[config.mk]
export PLATFORM = sky130hd
export DESIGN_NAME = oled_cmd_addr
export DESIGN_NICKNAME = d
export VERILOG_FILES = /design/src/rtl/oled_cmd_pkg.sv /design/src/rtl/oled_cmd_collect.sv /design/src/rtl/oled_addr_gen.sv /design/src/rtl/oled_cmd_addr.sv
export SDC_FILE = /design/constraint.sdc
export NUM_CORES = 1
export LEC_CHECK = 0
export ABC_AREA = 1
export BUFFER_PORTS_ARGS = -buffer_cell sky130_fd_sc_hd__buf_2
export CORE_MARGIN = 10
export CORE_UTILIZATION = 35
export CTS_CLUSTER_DIAMETER = 50
export DETAILED_ROUTE_END_ITERATION = 6
export PLACE_DENSITY = 0.48
export RECOVER_POWER = 100
export SETUP_SLACK_MARGIN = 0.15
export SLEW_MARGIN = 20
export SYNTH_ARGS = -nofsm -noshare
export SYNTH_HDL_FRONTEND = slang
export SYNTH_HIERARCHICAL = 1
export SYNTH_SLANG_ARGS = --single-unit
[constraint.sdc]
create_clock -name clk -period 8.1 [get_ports clk]
set_input_delay 0.81 -clock clk [delete_from_list [all_inputs] [get_ports clk]]
set_output_delay 0.81 -clock clk [all_outputs]
set_load 0.01 [all_outputs]
[src/rtl/oled_cmd_pkg.sv]
package oled_cmd_pkg;

  localparam logic [7:0] OP_COL_WIN = 8'h15;
  localparam logic [7:0] OP_ROW_WIN = 8'h75;
  localparam logic [7:0] OP_REMAP   = 8'hA0;
  localparam int         VERT_BIT   = 2;
  localparam int         CNT_W      = 4;

  typedef struct packed {
    logic             known;
    logic [CNT_W-1:0] nargs;
  } op_info_t;

  typedef struct packed {
    logic [7:0] op;
    logic [7:0] first;
    logic [7:0] last;
  } cmd_t;

  function automatic op_info_t op_lookup(input logic [7:0] op);
    op_info_t r;
    r.known = 1'b1;
    r.nargs = '0;
    case (op)
      8'h15, 8'h75:                                   r.nargs = CNT_W'(2);
      8'h81, 8'hA0, 8'hA1, 8'hA2, 8'hA8, 8'hAD,
      8'hB1, 8'hB2, 8'hB3, 8'hBC, 8'hBE, 8'hBF:       r.nargs = CNT_W'(1);
      8'hB8:                                          r.nargs = CNT_W'(8);
      8'h84, 8'h85, 8'h86, 8'hA4, 8'hA5, 8'hA6,
      8'hA7, 8'hAE, 8'hAF, 8'hE3:                     r.nargs = '0;
      default:                                        r.known = 1'b0;
    endcase
    return r;
  endfunction

endpackage

[src/rtl/oled_cmd_collect.sv]
module oled_cmd_collect
  import oled_cmd_pkg::*;
(
  input  logic       clk,
  input  logic       rst_n,
  input  logic       byte_vld,
  input  logic       dc_sel,
  input  logic [7:0] byte_in,
  output logic       apply_vld,
  output cmd_t       apply,
  output logic       bad_op
);

  logic [CNT_W-1:0] cnt_q, cnt_d;
  logic [CNT_W-1:0] need_q, need_d;
  logic [7:0]       op_q, op_d;
  logic [7:0]       first_q, first_d;
  logic             cnt_en;
  op_info_t         info;

  assign info   = op_lookup(byte_in);
  assign cnt_en = dc_sel | byte_vld;

  always_comb begin
    cnt_d     = cnt_q;
    need_d    = need_q;
    op_d      = op_q;
    first_d   = first_q;
    apply_vld = 1'b0;
    bad_op    = 1'b0;
    apply     = '{op: op_q, first: first_q, last: byte_in};
    if (dc_sel) begin
      cnt_d = '0;
    end else if (byte_vld) begin
      if (cnt_q == '0) begin
        op_d     = byte_in;
        apply.op = byte_in;
        if (info.nargs == '0) begin
          apply_vld = info.known;
          bad_op    = ~info.known;
        end else begin
          need_d = info.nargs;
          cnt_d  = CNT_W'(1);
        end
      end else begin
        if (cnt_q == CNT_W'(1)) first_d = byte_in;
        if (cnt_q == need_q) begin
          apply_vld = 1'b1;
          cnt_d     = '0;
        end else begin
          cnt_d = cnt_q + CNT_W'(1);
        end
      end
    end
  end

  always_ff @(posedge clk or negedge rst_n) begin
    if (!rst_n) begin
      cnt_q   <= '0;
      need_q  <= '0;
      op_q    <= '0;
      first_q <= '0;
    end else if (cnt_en) begin
      cnt_q   <= cnt_d;
      need_q  <= need_d;
      op_q    <= op_d;
      first_q <= first_d;
    end
  end

endmodule

[src/rtl/oled_addr_gen.sv]
module oled_addr_gen
  import oled_cmd_pkg::*;
#(
  parameter int COLS = 64,
  parameter int ROWS = 80,
  localparam int COL_W  = $clog2(COLS),
  localparam int ROW_W  = $clog2(ROWS),
  localparam int ADDR_W = $clog2(COLS * ROWS)
) (
  input  logic              clk,
  input  logic              rst_n,
  input  logic              apply_vld,
  input  cmd_t              apply,
  input  logic              step,
  output logic [ADDR_W-1:0] cur_addr
);

  logic [COL_W-1:0] col_q, col_d, cs_q, cs_d, ce_q, ce_d;
  logic [ROW_W-1:0] row_q, row_d, rs_q, rs_d, re_q, re_d;
  logic             vert_q, vert_d;
  logic [COL_W:0]   col_inc, col_adv;
  logic [ROW_W:0]   row_inc, row_adv;
  logic             col_wrap, row_wrap;
  logic             upd_en;

  assign col_inc  = {1'b0, col_q} + (COL_W+1)'(1);
  assign row_inc  = {1'b0, row_q} + (ROW_W+1)'(1);
  assign cur_addr = ADDR_W'(32'(row_q) * COLS + 32'(col_q));
  assign upd_en   = apply_vld | step;

  always_comb begin
    col_adv  = {1'b0, col_q};
    row_adv  = {1'b0, row_q};
    col_wrap = 1'b0;
    row_wrap = 1'b0;
    if (vert_q) begin
      row_wrap = row_inc > {1'b0, re_q};
      row_adv  = row_wrap ? {1'b0, rs_q} : row_inc;
      col_adv  = row_wrap ? col_inc : {1'b0, col_q};
      col_wrap = col_adv > {1'b0, ce_q};
    end else begin
      col_wrap = col_inc > {1'b0, ce_q};
      col_adv  = col_wrap ? {1'b0, cs_q} : col_inc;
      row_adv  = col_wrap ? row_inc : {1'b0, row_q};
      row_wrap = row_adv > {1'b0, re_q};
    end
  end

  always_comb begin
    col_d  = col_q;
    cs_d   = cs_q;
    ce_d   = ce_q;
    row_d  = row_q;
    rs_d   = rs_q;
    re_d   = re_q;
    vert_d = vert_q;
    if (apply_vld) begin
      case (apply.op)
        OP_COL_WIN: begin
          cs_d  = COL_W'(32'(apply.first) % COLS);
          col_d = COL_W'(32'(apply.first) % COLS);
          ce_d  = COL_W'(32'(apply.last) % COLS);
        end
        OP_ROW_WIN: begin
          rs_d  = ROW_W'(32'(apply.first) % ROWS);
          row_d = ROW_W'(32'(apply.first) % ROWS);
          re_d  = ROW_W'(32'(apply.last) % ROWS);
        end
        OP_REMAP: vert_d = apply.last[VERT_BIT];
        default: ;
      endcase
    end else if (step) begin
      if (vert_q) begin
        row_d = row_adv[ROW_W-1:0];
        col_d = col_wrap ? cs_q : col_adv[COL_W-1:0];
      end else begin
        col_d = col_adv[COL_W-1:0];
        row_d = row_wrap ? rs_q : row_adv[ROW_W-1:0];
      end
    end
  end

  always_ff @(posedge clk or negedge rst_n) begin
    if (!rst_n) begin
      col_q  <= '0;
      cs_q   <= '0;
      ce_q   <= COL_W'(COLS - 1);
      row_q  <= '0;
      rs_q   <= '0;
      re_q   <= ROW_W'(ROWS - 1);
      vert_q <= 1'b0;
    end else if (upd_en) begin
      col_q  <= col_d;
      cs_q   <= cs_d;
      ce_q   <= ce_d;
      row_q  <= row_d;
      rs_q   <= rs_d;
      re_q   <= re_d;
      vert_q <= vert_d;
    end
  end

endmodule

[src/rtl/oled_cmd_addr.sv]
module oled_cmd_addr
  import oled_cmd_pkg::*;
#(
  parameter int COLS = 64,
  parameter int ROWS = 80,
  localparam int ADDR_W = $clog2(COLS * ROWS)
) (
  input  logic              clk,
  input  logic              rst_n,
  input  logic              byte_vld,
  input  logic [7:0]        byte_in,
  input  logic              dc_sel,
  input  logic              redraw_clr,
  output logic              mem_we,
  output logic [ADDR_W-1:0] mem_addr,
  output logic [7:0]        mem_wdata,
  output logic              redraw,
  output logic              cmd_err
);

  logic              apply_vld;
  cmd_t              apply;
  logic              bad_op;
  logic              data_stb;
  logic [ADDR_W-1:0] cur_addr;
  logic              we_d, redraw_d, err_d;
  logic [ADDR_W-1:0] addr_d;
  logic [7:0]        wdata_d;

  assign data_stb = byte_vld & dc_sel;

  oled_cmd_collect u_collect (
    .clk       (clk),
    .rst_n     (rst_n),
    .byte_vld  (byte_vld),
    .dc_sel    (dc_sel),
    .byte_in   (byte_in),
    .apply_vld (apply_vld),
    .apply     (apply),
    .bad_op    (bad_op)
  );

  oled_addr_gen #(.COLS(COLS), .ROWS(ROWS)) u_addr (
    .clk       (clk),
    .rst_n     (rst_n),
    .apply_vld (apply_vld),
    .apply     (apply),
    .step      (data_stb),
    .cur_addr  (cur_addr)
  );

  always_comb begin
    we_d     = data_stb;
    addr_d   = data_stb ? cur_addr : mem_addr;
    wdata_d  = data_stb ? byte_in : mem_wdata;
    err_d    = bad_op;
    redraw_d = redraw;
    if (redraw_clr) redraw_d = 1'b0;
    if (data_stb)   redraw_d = 1'b1;
  end

  always_ff @(posedge clk or negedge rst_n) begin
    if (!rst_n) begin
      mem_we    <= 1'b0;
      mem_addr  <= '0;
      mem_wdata <= '0;
      redraw    <= 1'b0;
      cmd_err   <= 1'b0;
    end else begin
      mem_we    <= we_d;
      mem_addr  <= addr_d;
      mem_wdata <= wdata_d;
      redraw    <= redraw_d;
      cmd_err   <= err_d;
    end
  end

endmodule

==> impl_metrics.json, run 1 <==
{
  "status": "complete, but fails checks",
  "violations": "capacitance limit, slew limit",
  "reg2reg_to": "u_addr/col_q[4]",
  "dr.pass1.iters": 5,
  "avgSynthCellArea_um2": 7.256,
  "gp_congestion": 0.8365,
  "synth_area_um2": 5964,
  "setup_viol": 0,
  "maxCapViolCount": 1,
  "reg2reg_slack_ns": 3.23,
  "fmax_mhz": 190.4,
  "async_flop_share_pct": 100.0,
  "grt_max_degree": 71,
  "num_vias": 5411,
  "clk_pin_slew_worst_paths_ns": 0.07,
  "cts-resized-gates": 0,
  "dp_slack_ns": 3.526,
  "track_usage_pct": 16.36,
  "r2r_cells": 16,
  "max-slew-margin-rel_pct": -154.2,
  "areaGrowthSynthToFinish_pct": 7.405,
  "crit_path_max_fanout": 27,
  "hold_path_class": "flip-flop to flip-flop",
  "die_area_um2": 22660,
  "worstPathRequired_ns": 8.33,
  "htreeDepth": 3,
  "drtAntennaViolNets": 0,
  "placed_cells": 1053,
  "synth_most_common_cell": "nand2_1",
  "gr-total-overflow": 0,
  "hold_depth": 2,
  "rsz0062_at_grt": "false",
  "crit_start": "dc_sel",
  "yosysTopAreaCellShare_pct": 31.89,
  "numCtsBuffers": 9,
  "hpwl_um": 13570,
  "yosysWarnings": 6,
  "start_util_pct": 35.84,
  "antenna_found_initial": 0,
  "fin_skew_ns": 0.01239,
  "fillCellCount": 1813,
  "ios": 37,
  "powerDensity_nw_per_um2": 329.0,
  "yosysSeqAreaShare_pct": 36.73,
  "worstMarginPinSlew_ns": 3.813,
  "synth_top_cell_by_area": "dfrtp_1",
  "ys_ff_latch": 87,
  "ctsHoldBuffers": 0,
  "num_antenna_cells": 0,
  "finalCritPeriodShare_pct": 64.85,
  "clk_latency_ns": 0.35,
  "wirelength_um": 17900,
  "layout.nets": 890,
  "cp.arrival_ns": 5.48,
  "drc": 0,
  "synthCells": 822,
  "vias_per_cell": 5.062,
  "synth-edff-count": 0,
  "critPathLaunchType": "input pin",
  "cts_sinks": 87,
  "place.port_buffers": 36,
  "syn_nets": 868,
  "drive_gt1_share_pct": 10.13,
  "synthDistinctLibCells": 39,
  "synth_common_cells": "259 x nand2_1, 95 x inv_1, 90 x nand3_1",
  "cts_tree": "built",
  "ys.flop_type": "dfrtp_1",
  "worst-setup-path-type": "input pin to flip-flop",
  "hold_viol": 0,
  "wl_per_cell_um": 16.74,
  "ir_drop_v": 0.0001118,
  "synth.area.top_cells": "dfrtp_1 32%, nand2_1 16%, nand3_1 7.6%, ha_1 6.9%, inv_1 6.0%",
  "coreArea_um2": 16640,
  "fin_crit_ns": 5.253,
  "leakage_nw": 3.387,
  "drv_slew": 71,
  "grt_pass1_wl_um": 29100,
  "drt-initial-drc-count": 365,
  "setup_ws_ns": 2.847,
  "setup_tns_ns": 0,
  "ctsLongestPathBuffers": 2,
  "hp-start": "mem_wdata[0]",
  "grt_pass1_vias": 5416,
  "die_h_um": 150.5,
  "hold_end": "mem_wdata[0]",
  "rows": 47,
  "cts_setup_buffers": 0,
  "fp.dieW_um": 150.5,
  "cts-root-buf": "clkbuf_16",
  "endpoint_kind": "flip-flop",
  "reg2reg_from": "u_collect/cnt_q[0]",
  "layout.cells.non_filler": 1069
}
cell families (layout without fill, tap and decap cells):
kind of cell               after synthesis  in the layout  share of synthesized area, %
buffers and inverters                  132            159                         9.754
xor gates and xnor gates                15             15                         2.203
muxes                                    2              2                        0.3776
and+or+nand+nor                        445            445                         33.86
DFF                                     87             87                         36.73
AOI/OAI and AO/OA                      108            108                         10.15
adders and majority gates               33             33                         6.923
layout by cell type, fill, tap and decap left out, types with 2 or more instances in the layout:
cell        count
clkbuf_16       9
o21ai_1         5
nor3_1          4
mux2_2          2
nand3_1        90
nand2_4         2
o21ai_0        54
nor2_1         48
nand3_2         4
nor2_4          3
o21ai_2         3
buf_2           9
inv_1          95
a31oi_1         4
dfstp_2        11
clkinvlp_4      3
clkbuf_1       28
nand4_1         9
ha_1           33
buf_4           2
a21oi_1        33
a21oi_2         5
dfrtp_1        76
nand2_1       262
inv_2           9
nor2_2          6
xnor2_1         2
xor2_1         13
nand2_2        12
per-layer routing:
layer  track usage, %  vias up  share of wire, %
li1                 -     2675                 -
met1            21.44     2586                46
met2            25.97      125                47
met3            3.331       25               4.2
met4            6.074        0               2.7
met5                0        -                 0
critical path: stages:
cell and delay [ns]:
clkbuf_1 0.85, nor2_4 0.07, nand2_1 0.64, nand2_1 0.14, o21ai_0 0.17, nand2_1 0.10, nor3_1 0.30, inv_1 0.07
nor4_1 1.06, inv_1 0.50, nand2_1 0.35, inv_1 0.15, a21oi_1 0.15, a21oi_1 0.10
cell type report:
| class | count | area, um2 | share of cell area (%) |
|---|---|---|---|
| inverters | 104 | 390.4 | 6.094 |
| repair buffers | 39 | 165.2 | 2.578 |
| multi-input cells | 603 | 3103 | 48.44 |
| well taps | 220 | 275.3 | 4.297 |
| clock inverters | 7 | 56.30 | 0.8789 |
| clock buffers | 9 | 225.2 | 3.516 |
| flip-flops and latches | 87 | 2191 | 34.20 |
worst max-delay path by stage:
stage	end	slack, ns	depth (start not counted)
detailed placement	u_addr/col_q[4]	3.53	16
CTS	u_addr/col_q[4]	3.83	23
global placement	u_addr/col_q[4]	3.48	16
floorplan	u_addr/col_q[5]	4.76	23
finish	u_addr/col_q[4]	2.85	14
global route	u_addr/col_q[4]	2.16	14
sequential cells by signal, indices dropped and copies added, names as in the netlist:
signal and cells:
u_addr/row_q 7, u_addr/rs_q 7, mem_wdata 8, u_collect/first_q 8
u_collect/need_q 3, mem_we 1, mem_addr 13, u_addr/re_q 7
u_addr/col_q 6, u_addr/vert_q 1, u_addr/ce_q 6, cmd_err 1
u_collect/op_q 8, u_addr/cs_q 6, redraw 1, u_collect/cnt_q 4
per-stage QoR:
stage / cell area (um2) / hold WS, ns / util [%] / total power [mW]
finish: 6406 / 0.4713 / 38.49 / 2.108
global route: 6406 / 0.5038 / 38.49 / 2.304
CTS: 6535 / 0.3259 / 39.27 / 2.149
detailed placement: 6254 / 0.4539 / 37.58 / 1.736
global placement: 6254 / 0.4512 / 37.58 / 1.721
floorplan: 5964 / 0.4512 / - / 1.436
report_power, final:
group,leakage [nW],internal (mW),switching (mW),total [mW]
Clock,0.130,0.211,0.191,0.402
Combinational,2.19,0.349,0.689,1.04
Sequential,1.07,0.543,0.125,0.668
Total,3.39,1.10,1.00,2.11
No activity file was read; power rests on OpenSTA's default activity.
==> run 2: changes to the inputs <==
--- a/config.mk
+++ b/config.mk
@@ -5,7 +5,7 @@
 export SDC_FILE = /design/constraint.sdc
 export NUM_CORES = 1
 export LEC_CHECK = 0
-export ABC_AREA = 1
+export ABC_AREA = 0
 export BUFFER_PORTS_ARGS = -buffer_cell sky130_fd_sc_hd__buf_2
 export CORE_MARGIN = 10
 export CORE_UTILIZATION = 35
==> constraint.sdc (replaced) <==
create_clock -name clk -period 5 [get_ports clk]
set_input_delay 0.5 -clock clk [delete_from_list [all_inputs] [get_ports clk]]
set_output_delay 0.5 -clock clk [all_outputs]
set_load 0.01 [all_outputs]
==> run 2 against run 1 <==
Net effect:
- the run still ends with capacitance limit, slew limit left
- combinational power is 39% lower
- first-iteration DRC count is 3.0% higher
- routed wire length is 13% lower
- sequential power is 40% higher
- flip-flop and latch count stayed put
- count of clock-buffer cells in the layout is 1 higher
- critical path depth is 4 higher
- setup slack worse by 2.5 ns
- highest routed layer unchanged
==> impl_metrics.json, run 2 <==
{
  "ctsLongestPathBuffers": 2,
  "place.port_buffers": 36,
  "clk_latency_ns": 0.35,
  "cts_sinks": 87,
  "areaGrowthSynthToFinish_pct": 8.346,
  "wl_per_cell_um": 18.09,
  "die_area_um2": 22520,
  "synthCells": 616,
  "leakage_nw": 2.946,
  "setup_viol": 0,
  "layout_commonest_cell": "nand2_1",
  "worstPathRequired_ns": 5.27,
  "gp_congestion": 0.9131,
  "hpwl_um": 11050,
  "layout.nets": 680,
  "cts-root-buf": "clkbuf_16",
  "endpoint_kind": "flip-flop",
  "rsz0062_at_grt": "false",
  "track_usage_pct": 14.04,
  "antenna_found_initial": 0,
  "die_h_um": 150.1,
  "multi_input_area_um2": 3323,
  "async_flop_share_pct": 100.0,
  "largest_reg_flops": 13,
  "yosysTopAreaCellShare_pct": 32.11,
  "fin_crit_ns": 4.683,
  "drive_gt1_share_pct": 12.21,
  "synth_compound_area_share_pct": 15.97,
  "max-slew-margin-rel_pct": -49.02,
  "fin_skew_ns": 0.005839,
  "cpLargestDelayFamily": "compound AO/OA/AOI/OAI gates",
  "worst-path-buf-inv": 0,
  "synth_most_common_cell": "nand2_1",
  "ys.flop_type": "dfrtp_1",
  "start_util_pct": 35.71,
  "placed_cells": 839,
  "maxCapViolCount": 2,
  "htreeDepth": 3,
  "setup_tns_ns": 0,
  "ys_ff_latch": 87,
  "power.share.clock_pct": 31.1,
  "crit_path_max_fanout": 9,
  "violations": "capacitance limit, slew limit",
  "synthAdderAreaFrac_pct": 6.972,
  "fmax_mhz": 213.5,
  "synth_area_um2": 5922,
  "synth-edff-count": 0,
  "worstMarginPinSlew_ns": 2.235,
  "synth_top_cell_by_area": "dfrtp_1",
  "worst-setup-path-type": "flip-flop to flip-flop",
  "cp.arrival_ns": 4.96,
  "grt_pass1_wl_um": 24940,
  "power_frac_comb_pct": 27.7,
  "yosysSeqAreaShare_pct": 37.00,
  "num_antenna_cells": 0,
  "hold_path_class": "input pin to flip-flop",
  "fillCellCount": 1689,
  "finalCritPeriodShare_pct": 93.66,
  "drv_slew": 64,
  "ctsHoldBuffers": 0,
  "wirelength_um": 15540,
  "final_cell_mix": "80 x nand2_1, 74 x dfrtp_1, 37 x a21oi_1",
  "ff_latch_area_um2": 2193,
  "drtAntennaViolNets": 0,
  "synthSimpleGateAreaFrac_pct": 17.77,
  "gr-total-overflow": 0,
  "grt_pass1_vias": 4587,
  "reg2reg_from": "u_addr/row_q[0]",
  "cpMostUsedCell": "a21oi_1",
  "yosysWarnings": 6,
  "regMostFlops": "mem_addr",
  "layout.cells.non_filler": 859,
  "hold_viol": 0,
  "seq_power_share_pct": 41.1,
  "crit_start": "u_addr/row_q[0]",
  "p_sw_share_pct": 34.15,
  "post-route-util_pct": 38.69,
  "cp_slowest_cell": "dfrtp_2",
  "synth_common_cells": "79 x nand2_1, 76 x dfrtp_1, 37 x a21oi_1",
  "internal_power_mw": 1.496,
  "num_vias": 4673,
  "critPathLaunchType": "flip-flop",
  "numCtsBuffers": 9,
  "hp-start": "redraw_clr",
  "slowest_delay_ns": 0.47,
  "synth.area.top_cells": "dfrtp_1 32%, ha_1 7.0%, nand2_1 5.0%, dfstp_2 4.9%, mux2_4 4.6%",
  "powerDensity_nw_per_um2": 354.0,
  "ir_drop_v": 0.0001759,
  "synth_top_family_by_area": "simple AND/OR/NAND/NOR gates",
  "clk_pin_slew_worst_paths_ns": 0.07,
  "grt_max_degree": 49,
  "drc": 0,
  "status": "complete, but fails checks",
  "drt-initial-drc-count": 376,
  "syn_nets": 662,
  "p_switching_uw": 775.6,
  "synthDistinctLibCells": 77,
  "synthXorXnorAreaFrac_pct": 3.402,
  "rows": 47,
  "fp.dieW_um": 150.1,
  "coreArea_um2": 16580,
  "vias_per_cell": 5.440,
  "avgSynthCellArea_um2": 9.614,
  "dr.pass1.iters": 5,
  "crit_chain": "ha_2, and3_1, nand3_1, xnor2_2, ha_1, a21oi_1, o2bb2ai_1, nand2_4, nor2_4, mux2_1, ha_1, nand3b_1, a21oi_1, a211oi_1, o21a_1, a2bb2oi_4, mux2_2, a21oi_1",
  "synth_mux_area_share_pct": 13.48,
  "ios": 37,
  "cts_tree": "built"
}
[run 2: cell types whose count changed after synthesis, sizes merged, moves of 19 or more]
cell,delta
inv,-80
nand2,-195
nor2,-29
o21ai,-24
mux2i,+19
mux2,+46
nand3,-72
[run 2: logic make-up after synthesis]
logic type / after synthesis
AO/OA/AOI/OAI: 142
XOR/XNOR: 23
adder cells (fa/ha/maj): 33
buffers and inverters: 66
flip-flops: 87
multiplexers: 67
AND/OR/NAND/NOR: 198
[run 2: final timing paths]
| path | cells past startpoint | end | slack (ns) |
|---|---|---|---|
| worst max-delay path | 18 | u_addr/col_q[0] | 0.32 |
| max in group asynchronous | 2 | u_addr/cs_q[2] | 2.00 |
| worst min register to register | 2 | u_collect/op_q[1] | 0.49 |
| worst max register to register | 18 | u_addr/col_q[0] | 0.32 |
| worst min-delay path | 2 | redraw | 0.33 |
| min in group asynchronous | 1 | mem_addr[4] | 0.80 |
[run 2: metal layers]
layer	up-vias	GRT usage (%)	share of wire, %
li1	2233	-	-
met5	-	0	0
met1	2310	18.58	48
met3	20	2.868	3.9
met4	0	5.005	1.9
met2	110	22.19	46
[run 2: cell type report]
class	instances	area share (%)
Multi-Input combinational cell	463	51.79
Sequential cell	87	34.18
Tap cell	220	4.290
Clock buffer	10	3.725
Timing Repair Buffer	49	3.530
Inverter	24	1.404
Clock inverter	6	1.073
[run 2: worst reg2reg max path, delay by kind of cell (launching register included)]
kind            cells  cell delay (ns)
flops               1             0.47
mux                 2             0.77
simple gates        5             0.98
xor+xnor            1             0.27
compound gates      7             1.24
fa+ha+maj           3             0.89
[run 2: timing repair]
item | 4_1_cts | 5_1_grt
setup buffers | 0 | 4
endpoints found under the setup margin | 0 | 6
gates resized for setup | 0 | 5
hold endpoints to repair | 0 | 0
[run 2: stage by stage]
step	power, mW	hold slack [ns]	setup slack [ns]	instance area [um2]
5_1_grt	2.416	0.3378	0.09874	6416
6_report	2.271	0.3326	0.3168	6416
4_1_cts	2.352	0.1491	0.1642	6530
3_3_place_gp	1.620	0.4613	0.1677	6222
3_5_place_dp	1.627	0.4689	0.1910	6222
2_1_floorplan	1.414	0.2044	0.8272	5922
[run 2: power by group through the flow]
stage / logic [mW] / clock network [mW] / registers [mW]
final: 0.630 / 0.707 / 0.934
after global routing: 0.703 / 0.760 / 0.953
after CTS: 0.685 / 0.733 / 0.934
after detailed placement: 0.681 / 0 / 0.946
after global placement: 0.677 / 0 / 0.943
after floorplan: 0.486 / 0 / 0.928
